## config.mk

```make
export PLATFORM = sky130hd
export DESIGN_NAME = hazard_fwd_unit
export DESIGN_NICKNAME = d
export VERILOG_FILES = /design/src/rtl/hdu_pkg.sv /design/src/rtl/hdu_src_match.sv /design/src/rtl/hdu_stall_ctl.sv /design/src/rtl/hdu_operand_pick.sv /design/src/rtl/hazard_fwd_unit.sv
export SDC_FILE = /design/constraint.sdc
export NUM_CORES = 1
export LEC_CHECK = 0
export ABC_CLOCK_PERIOD_IN_PS = 3300
export BUFFER_PORTS_ARGS = -buffer_cell sky130_fd_sc_hd__buf_2
export CAP_MARGIN = 20
export CORE_MARGIN = 1.5
export CORE_UTILIZATION = 40
export DETAILED_ROUTE_END_ITERATION = 6
export MAX_ROUTING_LAYER = met4
export PLACE_DENSITY = 0.79
export RECOVER_POWER = 100
export SETUP_SLACK_MARGIN = 0.2
export SLEW_MARGIN = 0
export SYNTH_ARGS = -nofsm -noshare
export SYNTH_HDL_FRONTEND = slang
export SYNTH_SLANG_ARGS = --single-unit
```

## constraint.sdc

```tcl
create_clock -name vclk -period 3.3
set_input_delay 0.165 -clock vclk [all_inputs]
set_output_delay 0.165 -clock vclk [all_outputs]
set_load 0.005 [all_outputs]
```

## src/rtl/hdu_pkg.sv

```systemverilog
// Shared encodings for the hazard unit.
// Assumes a two-bit mode field and a two-bit forward select per operand.
package hdu_pkg;

    typedef enum logic [1:0] {
        HZ_OFF   = 2'b00,
        HZ_STALL = 2'b01,
        HZ_FWD   = 2'b10,
        HZ_RSVD  = 2'b11
    } hz_mode_e;

    typedef enum logic [1:0] {
        FW_NONE = 2'b00,
        FW_MEM  = 2'b01,
        FW_EXE  = 2'b10
    } fw_sel_e;

    localparam int NSRC  = 2;  // producer stages: 0 execute, 1 memory
    localparam int NKIND = 2;  // operand use kinds: 0 ALU, 1 branch

endpackage

```

## src/rtl/hdu_src_match.sv

```systemverilog
// Compares one producer stage's destination with both decode operands for one use kind.
// Assumes register 0 is hard-wired, so a write to it never creates a dependency.
module hdu_src_match #(
    parameter int AW = 5
) (
    input  logic [AW-1:0] rs,
    input  logic [AW-1:0] rt,
    input  logic          use_rs,
    input  logic          use_rt,
    input  logic [AW-1:0] dst,
    input  logic          we,
    output logic          hit_rs,
    output logic          hit_rt
);
    logic live;

    // A producer is live only if it writes a real register.
    always_comb begin
        live   = we && (dst != '0);
        hit_rs = live && use_rs && (dst == rs);
        hit_rt = live && use_rt && (dst == rt);
    end
endmodule

```

## src/rtl/hdu_stall_ctl.sv

```systemverilog
// Turns per-operand hit flags into the stall decision under the selected mode.
// Assumes the hit flags already exclude register 0 and disabled writes.
module hdu_stall_ctl
    import hdu_pkg::*;
(
    input  logic [1:0] mode,
    input  logic [1:0] alu_ex_hit,
    input  logic [1:0] alu_mem_hit,
    input  logic [1:0] br_ex_hit,
    input  logic [1:0] br_mem_hit,
    input  logic       ex_load,
    output logic       stall,
    output logic       fwd_en
);
    logic active;
    logic fwd_mode;
    logic stall_only_cause;
    logic fwd_cause;

    // Decode the policy and combine the causes for each policy.
    always_comb begin
        fwd_mode         = (mode == HZ_FWD);
        active           = (mode == HZ_STALL) || fwd_mode;
        stall_only_cause = (|alu_ex_hit) || (|alu_mem_hit) || (|br_mem_hit);
        fwd_cause        = (|alu_ex_hit) && ex_load;
        stall            = active && ((|br_ex_hit) ||
                                      (fwd_mode ? fwd_cause : stall_only_cause));
        fwd_en           = fwd_mode && !stall;
    end
endmodule

```

## src/rtl/hdu_operand_pick.sv

```systemverilog
// Chooses the forward select, decode-forward flag and value for one operand.
// Assumes en is low whenever the pipeline stalls or forwarding is off.
module hdu_operand_pick
    import hdu_pkg::*;
#(
    parameter int XLEN = 32
) (
    input  logic            en,
    input  logic            alu_ex,
    input  logic            alu_mem,
    input  logic            br_mem,
    input  logic [XLEN-1:0] ex_val,
    input  logic [XLEN-1:0] mem_val,
    output logic [1:0]      sel,
    output logic            m2d,
    output logic [XLEN-1:0] val
);
    // The newest producer wins; branch forwards come only from memory.
    always_comb begin
        sel = FW_NONE;
        m2d = 1'b0;
        val = '0;
        if (en) begin
            m2d = br_mem;
            if (alu_ex) begin
                sel = FW_EXE;
                val = ex_val;
            end else if (alu_mem) begin
                sel = FW_MEM;
                val = mem_val;
            end else if (br_mem) begin
                val = mem_val;
            end
        end
    end
endmodule

```

## src/rtl/hazard_fwd_unit.sv

```systemverilog
// Decode-stage hazard detection and forwarding for a five-stage pipeline.
// Assumes the register file forwards same-cycle writeback writes, so writeback is not checked.
module hazard_fwd_unit
    import hdu_pkg::*;
#(
    parameter int XLEN = 32,
    parameter int AW   = 5
) (
    input  logic [1:0]      mode,
    input  logic [AW-1:0]   dec_rs,
    input  logic [AW-1:0]   dec_rt,
    input  logic            dec_alu_rs,
    input  logic            dec_alu_rt,
    input  logic            dec_br_rs,
    input  logic            dec_br_rt,
    input  logic [AW-1:0]   ex_dst,
    input  logic            ex_we,
    input  logic            ex_load,
    input  logic [XLEN-1:0] ex_result,
    input  logic [AW-1:0]   mem_dst,
    input  logic            mem_we,
    input  logic [XLEN-1:0] mem_result,
    output logic            stall,
    output logic            bubble,
    output logic [1:0]      fwd_sel_rs,
    output logic [1:0]      fwd_sel_rt,
    output logic            m2d_rs,
    output logic            m2d_rt,
    output logic [XLEN-1:0] fwd_val_rs,
    output logic [XLEN-1:0] fwd_val_rt
);
    logic [AW-1:0]   src_dst  [NSRC];
    logic            src_we   [NSRC];
    logic [1:0]      use_rs   [NKIND];
    logic [1:0]      use_flag [NKIND];
    logic [1:0]      hit      [NSRC][NKIND];
    logic            fwd_en;
    logic [1:0]      sel_arr  [2];
    logic [1:0]      m2d_arr;
    logic [XLEN-1:0] val_arr  [2];
    logic [XLEN-1:0] ex_r, mem_r;

    // Gather producer stages and use flags into indexable form.
    always_comb begin
        src_dst[0]  = ex_dst;
        src_we[0]   = ex_we;
        src_dst[1]  = mem_dst;
        src_we[1]   = mem_we;
        use_flag[0] = {dec_alu_rt, dec_alu_rs};
        use_flag[1] = {dec_br_rt, dec_br_rs};
        use_rs[0]   = use_flag[0];
        use_rs[1]   = use_flag[1];
        ex_r        = ex_result;
        mem_r       = mem_result;
    end

    // One comparator pair per producer stage and use kind.
    for (genvar s = 0; s < NSRC; s++) begin : g_src
        for (genvar k = 0; k < NKIND; k++) begin : g_kind
            hdu_src_match #(.AW(AW)) u_match (
                .rs     (dec_rs),
                .rt     (dec_rt),
                .use_rs (use_rs[k][0]),
                .use_rt (use_rs[k][1]),
                .dst    (src_dst[s]),
                .we     (src_we[s]),
                .hit_rs (hit[s][k][0]),
                .hit_rt (hit[s][k][1])
            );
        end
    end

    hdu_stall_ctl u_stall (
        .mode        (mode),
        .alu_ex_hit  (hit[0][0]),
        .alu_mem_hit (hit[1][0]),
        .br_ex_hit   (hit[0][1]),
        .br_mem_hit  (hit[1][1]),
        .ex_load     (ex_load),
        .stall       (stall),
        .fwd_en      (fwd_en)
    );

    // One selector per source operand: index 0 is rs, index 1 is rt.
    for (genvar o = 0; o < 2; o++) begin : g_opnd
        hdu_operand_pick #(.XLEN(XLEN)) u_pick (
            .en      (fwd_en),
            .alu_ex  (hit[0][0][o]),
            .alu_mem (hit[1][0][o]),
            .br_mem  (hit[1][1][o]),
            .ex_val  (ex_r),
            .mem_val (mem_r),
            .sel     (sel_arr[o]),
            .m2d     (m2d_arr[o]),
            .val     (val_arr[o])
        );
    end

    // Drive the outputs; the execute bubble follows the stall.
    always_comb begin
        bubble     = stall;
        fwd_sel_rs = sel_arr[0];
        fwd_sel_rt = sel_arr[1];
        m2d_rs     = m2d_arr[0];
        m2d_rt     = m2d_arr[1];
        fwd_val_rs = val_arr[0];
        fwd_val_rt = val_arr[1];
    end
endmodule

```

-- Word level (Yosys, flattened, before mapping)
Index checks and enable logic that the tools add are counted.
- bits in latches: 0
- RAM bits: 0
- output and inout bits: 72
- bits in registers: 0
- bits in read-only memories: 0
- input bits: 93
- memories kept: 0
- mux-type cells: 17
- shift-type cells: 0
- $mul: 0
- add/subtract/negate cells: 0
- reductions and logical operators: 32
- bitwise gates (word level): 0
- equality and inequality tests: 6
- order comparisons: 0
- divide/modulo/power cells: 0
- operators by type and width (kind ; count):
    $mux 32 ; 8
    $logic_and 1x1->1 ; 21
    $eq 5x5->1 ; 4
    $reduce_bool 5->1 ; 2
    $mux 2 ; 4
    $reduce_or 2->1 ; 4
    $mux 1 ; 5
    $logic_or 1x1->1 ; 4
    $eq 2x1->1 const B ; 1
    $eq 2x2->1 const B ; 1
    $logic_not 1->1 ; 1

-- Longest topological paths before layout
- word-level depth: 13
- depth in mapped cells: 7

-- By module
Synthesis repeated with hierarchy kept, for this count alone.
- cells, all modules: 312
- area, all modules: 2065.7 µm²
- by module, submodules not included (module ; area each (µm²) ; cells an instance ; instances ; sequential area each (µm²)):
    hdu_operand_pick ; 728.2 ; 115 ; 2 ; 0.0
    hdu_src_match ; 133.9 ; 18 ; 4 ; 0.0
    hdu_stall_ctl ; 66.3 ; 9 ; 1 ; 0.0
    hazard_fwd_unit ; 7.5 ; 1 ; 1 ; 0.0

-- Worst setup path after synthesis
No wires, ideal clock.
- kind: input to output
- from: in dec_rt[2]
- to: out fwd_val_rs[0]
- data arrival time: 1.877 ns
- stages on the path: 7
- setup slack: 1.258 ns
- cell sequence: xor2_1 -> or3b_1 -> or3_1 -> buf_4 -> a211oi_4 -> buf_6 -> a2111oi_2
- longest elaborated chain between the ends: 11
- elaborated cells on any way between the ends: 19
- ends and longest elaborated chain (what ; line ; text):
    start, declared ; hazard_fwd_unit.sv:11 ; input logic [AW-1:0] dec_rt,
    $eq 5x5->1 ; hdu_src_match.sv:21 ; hit_rt = live && use_rt && (dst == rt);
    $logic_and 1x1->1 ; hdu_src_match.sv:21 ;
    $reduce_or 2->1, on equally long branches ; hdu_stall_ctl.sv:24, hdu_stall_ctl.sv:25 ;
    $logic_or 1x1->1 (2 in a row) ; hdu_stall_ctl.sv:24 ; stall_only_cause = (|alu_ex_hit) || (|alu_mem_hit) || (|br_mem_hit);
    $mux 1 ; hdu_stall_ctl.sv:27 ; (fwd_mode ? fwd_cause : stall_only_cause));
    $logic_or 1x1->1 * ; hdu_stall_ctl.sv:26 ; stall = active && ((|br_ex_hit) ||
    $logic_and 1x1->1 * ; hdu_stall_ctl.sv:26 ;
    $logic_not 1->1 * ; hdu_stall_ctl.sv:28 ; fwd_en = fwd_mode && !stall;
    $logic_and 1x1->1 * ; hdu_stall_ctl.sv:28 ;
    $mux 32 * ; hdu_operand_pick.sv:23 ; if (en) begin
    end, declared ; hazard_fwd_unit.sv:29 ; output logic [XLEN-1:0] fwd_val_rs,
Every way passes the cells marked *; elsewhere a longest branch is shown, timed or not.

-- Final worst setup path
- from: in dec_rt[0]
- to: out fwd_val_rt[28]
- longest elaborated chain between the ends: 11
- elaborated cells on any way between the ends: 22
- ends and longest elaborated chain (what ; line ; text):
    $eq 5x5->1 ; hdu_src_match.sv:21 ;
    $logic_and 1x1->1 ; hdu_src_match.sv:21 ;
    $reduce_or 2->1, on equally long branches ; hdu_stall_ctl.sv:24, hdu_stall_ctl.sv:25 ;
    $logic_or 1x1->1 (2 in a row) ; hdu_stall_ctl.sv:24 ;
    $mux 1 ; hdu_stall_ctl.sv:27 ;
    $logic_or 1x1->1 ; hdu_stall_ctl.sv:26 ;
    $logic_and 1x1->1 ; hdu_stall_ctl.sv:26 ;
    $logic_not 1->1 ; hdu_stall_ctl.sv:28 ;
    $logic_and 1x1->1 ; hdu_stall_ctl.sv:28 ;
    $mux 32 * ; hdu_operand_pick.sv:23 ;
    end, declared ; hazard_fwd_unit.sv:30 ; output logic [XLEN-1:0] fwd_val_rt
Marks and branches as above.

==> results.cfg <==
[worst_setup_path]
worst-setup-path-type = in2out
start_kind = primary input
cp_slowest_cell = nor4_4
endpoint_kind = output pin
crit_fanout = 18
critPathRequiredTime_ns = 3.13
cp_slowest_stage_delay_ns = 0.77
critPathBufInv = 3
cp_cell_sequence = buf_2 > xnor2_1 > nand3_1 > nor4_4 > clkbuf_2 > nand3_1 > a2111oi_0 > buf_2
crit_family = simple AND/OR/NAND/NOR gates
crit_arrival_ns = 2.70

[logic_synthesis]
yosysWarnings = 0
ys_types = 28
ys_seq_area_frac = 0
syn_inst = 301
syn_nets = 395
synth.area.top_cells = a2111oi_2, nand3_1, a2111oi_0
synth_area_sq_um = 2020
netlist.area_leader.share = 0.223
synth_area_leader_cell = a2111oi_2
avgSynthCellArea_sq_um = 6.72

[route]
drtPass1Iterations = 5
drt-total-wl_mm = 7.76
first_iter_violations = 213
ant_nets = 0
drt-wirelength-per-cell_microns = 15.4
route.detailed.drc = 0
via_per_inst = 6.16
vias = 3111

[global_routing]
grt_pass1_wl_mm = 11.6
antenna_found_initial = 0
grt_max_degree = 37
grt_pass1_vias = 2571
grt_overflow = 0
grt_usage = 0.261

[sta]
rsz0062_at_grt = false
min_period_ns = 2.86
tns_ns = 0
finalCritPeriodShare = 0.868
slew_viol_final = 0
max_freq_mhz = 349
worst_pin_slew_ns = 0.889
hold_viol_final = 0
setup_viol = 0
slew_headroom = 0.403
fin_hold_ws_ns = 0.645

[clocking]
cts_resized = 0
hold_buffers = 0
cts_setup_buffers = 0

[run_status]
status = completed

[layout]
fin_cells = 505
final_cell_mix = buf_2, nand2_1, nand3_1
multi_input_area_sq_um = 1650
antenna_cells = 0
final_util = 0.555
n_fill_cell = 518
nFlopsAndLatches = 0
nets = 534
layout-drive-gt1-share = 0.356
ff_latch_area_sq_um = 0
final_common_cell = buf_2
clock_buffers = 0
area_delta_synth_final_pct = 31.3

[min_path]
min_delay_worst_endpoint = fwd_sel_rs[0]
holdCritStartpoint = dec_alu_rs
min_path_type = in2out
holdPathStages = 4

[floorplan]
core_sq_um = 4790
start_util = 0.422
fp.dieW_microns = 74.1
fp.dieH_microns = 74.1
die_area_sq_um = 5490
pin_count = 165
rows = 25

[power]
p_leak_nw = 0.857
ir_drop_mv = 0.0770
power.density_nw_per_um2 = 64.2
power_w = 0.000170

[placed_design]
hpwl_mm = 5.67
placed_cells = 505
io_buffers = 165
place_congestion = 0.817

[job]
cap_violations = 0
==> power breakdown <==
part	leakage, nW	internal [W]	switching, W
combinational	0.857	0.0000752	0.0000952
sequential	0	0	0
clock	0	0	0
==> per-stage QoR <==
stage	cell area, sq um	setup WS, ns
final	2660	0.437
after global routing	2660	0.182
after CTS	2840	0.644
after detailed placement	2840	0.657
after global placement	2840	0.687
after floorplan	2020	1.26
==> cell families (layout without fill, tap and decap cells) <==
logic type / after synthesis / count (layout) / share of synthesized area
compound gates: 70 / 70 / 0.401
fa+ha+maj: 1 / 1 / 0.00619
simple gates: 164 / 164 / 0.377
buf+inv: 46 / 183 / 0.129
xor+xnor: 20 / 20 / 0.0866
==> tightest hold or removal path, stage by stage <==
cell and delay (ns):
buf_2 0.12, nand3_1 0.06, nor4_1 0.04, clkbuf_1 0.09
==> final cells by class <==
class	count	area share
inverter	4	0.00566
multi-input combinational	255	0.623
tap	67	0.0316
timing repair buffer	179	0.340
==> synth_stat cells (all sizes together) <==
| cell | number |
|---|---|
| a2111oi | 64 |
| a211oi | 1 |
| a221oi | 1 |
| buf | 22 |
| clkbuf | 20 |
| ha | 1 |
| inv | 4 |
| nand2 | 70 |
| nand3 | 69 |
| nand4 | 1 |
| nor2 | 5 |
| nor3 | 4 |
| nor4 | 9 |
| o21a | 2 |
| o21ai | 2 |
| or3 | 3 |
| or3b | 1 |
| or4 | 2 |
| xnor2 | 18 |
| xor2 | 2 |
==> metal layers <==
layer | wire length (microns) | global-route usage
met2 | 3810 | 0.452
met3 | 727 | 0.0163
met4 | 99 | 0.0514
met1 | 3130 | 0.332
met5 | 0 | -
==> worst max-delay path by stage <==
| stage | start | to | slack [ns] | depth (start not counted) |
|---|---|---|---|---|
| final | dec_rt[0] | fwd_val_rt[28] | 0.44 | 8 |
| after global routing | dec_rt[0] | fwd_val_rt[17] | 0.18 | 8 |
| after CTS | ex_dst[0] | fwd_val_rt[10] | 0.64 | 9 |
| after detailed placement | ex_dst[0] | fwd_val_rt[10] | 0.66 | 9 |
| after global placement | ex_dst[0] | fwd_val_rs[23] | 0.69 | 8 |
| after floorplan | dec_rt[2] | fwd_val_rs[0] | 1.26 | 7 |
Power figures use the tool's default switching activity.
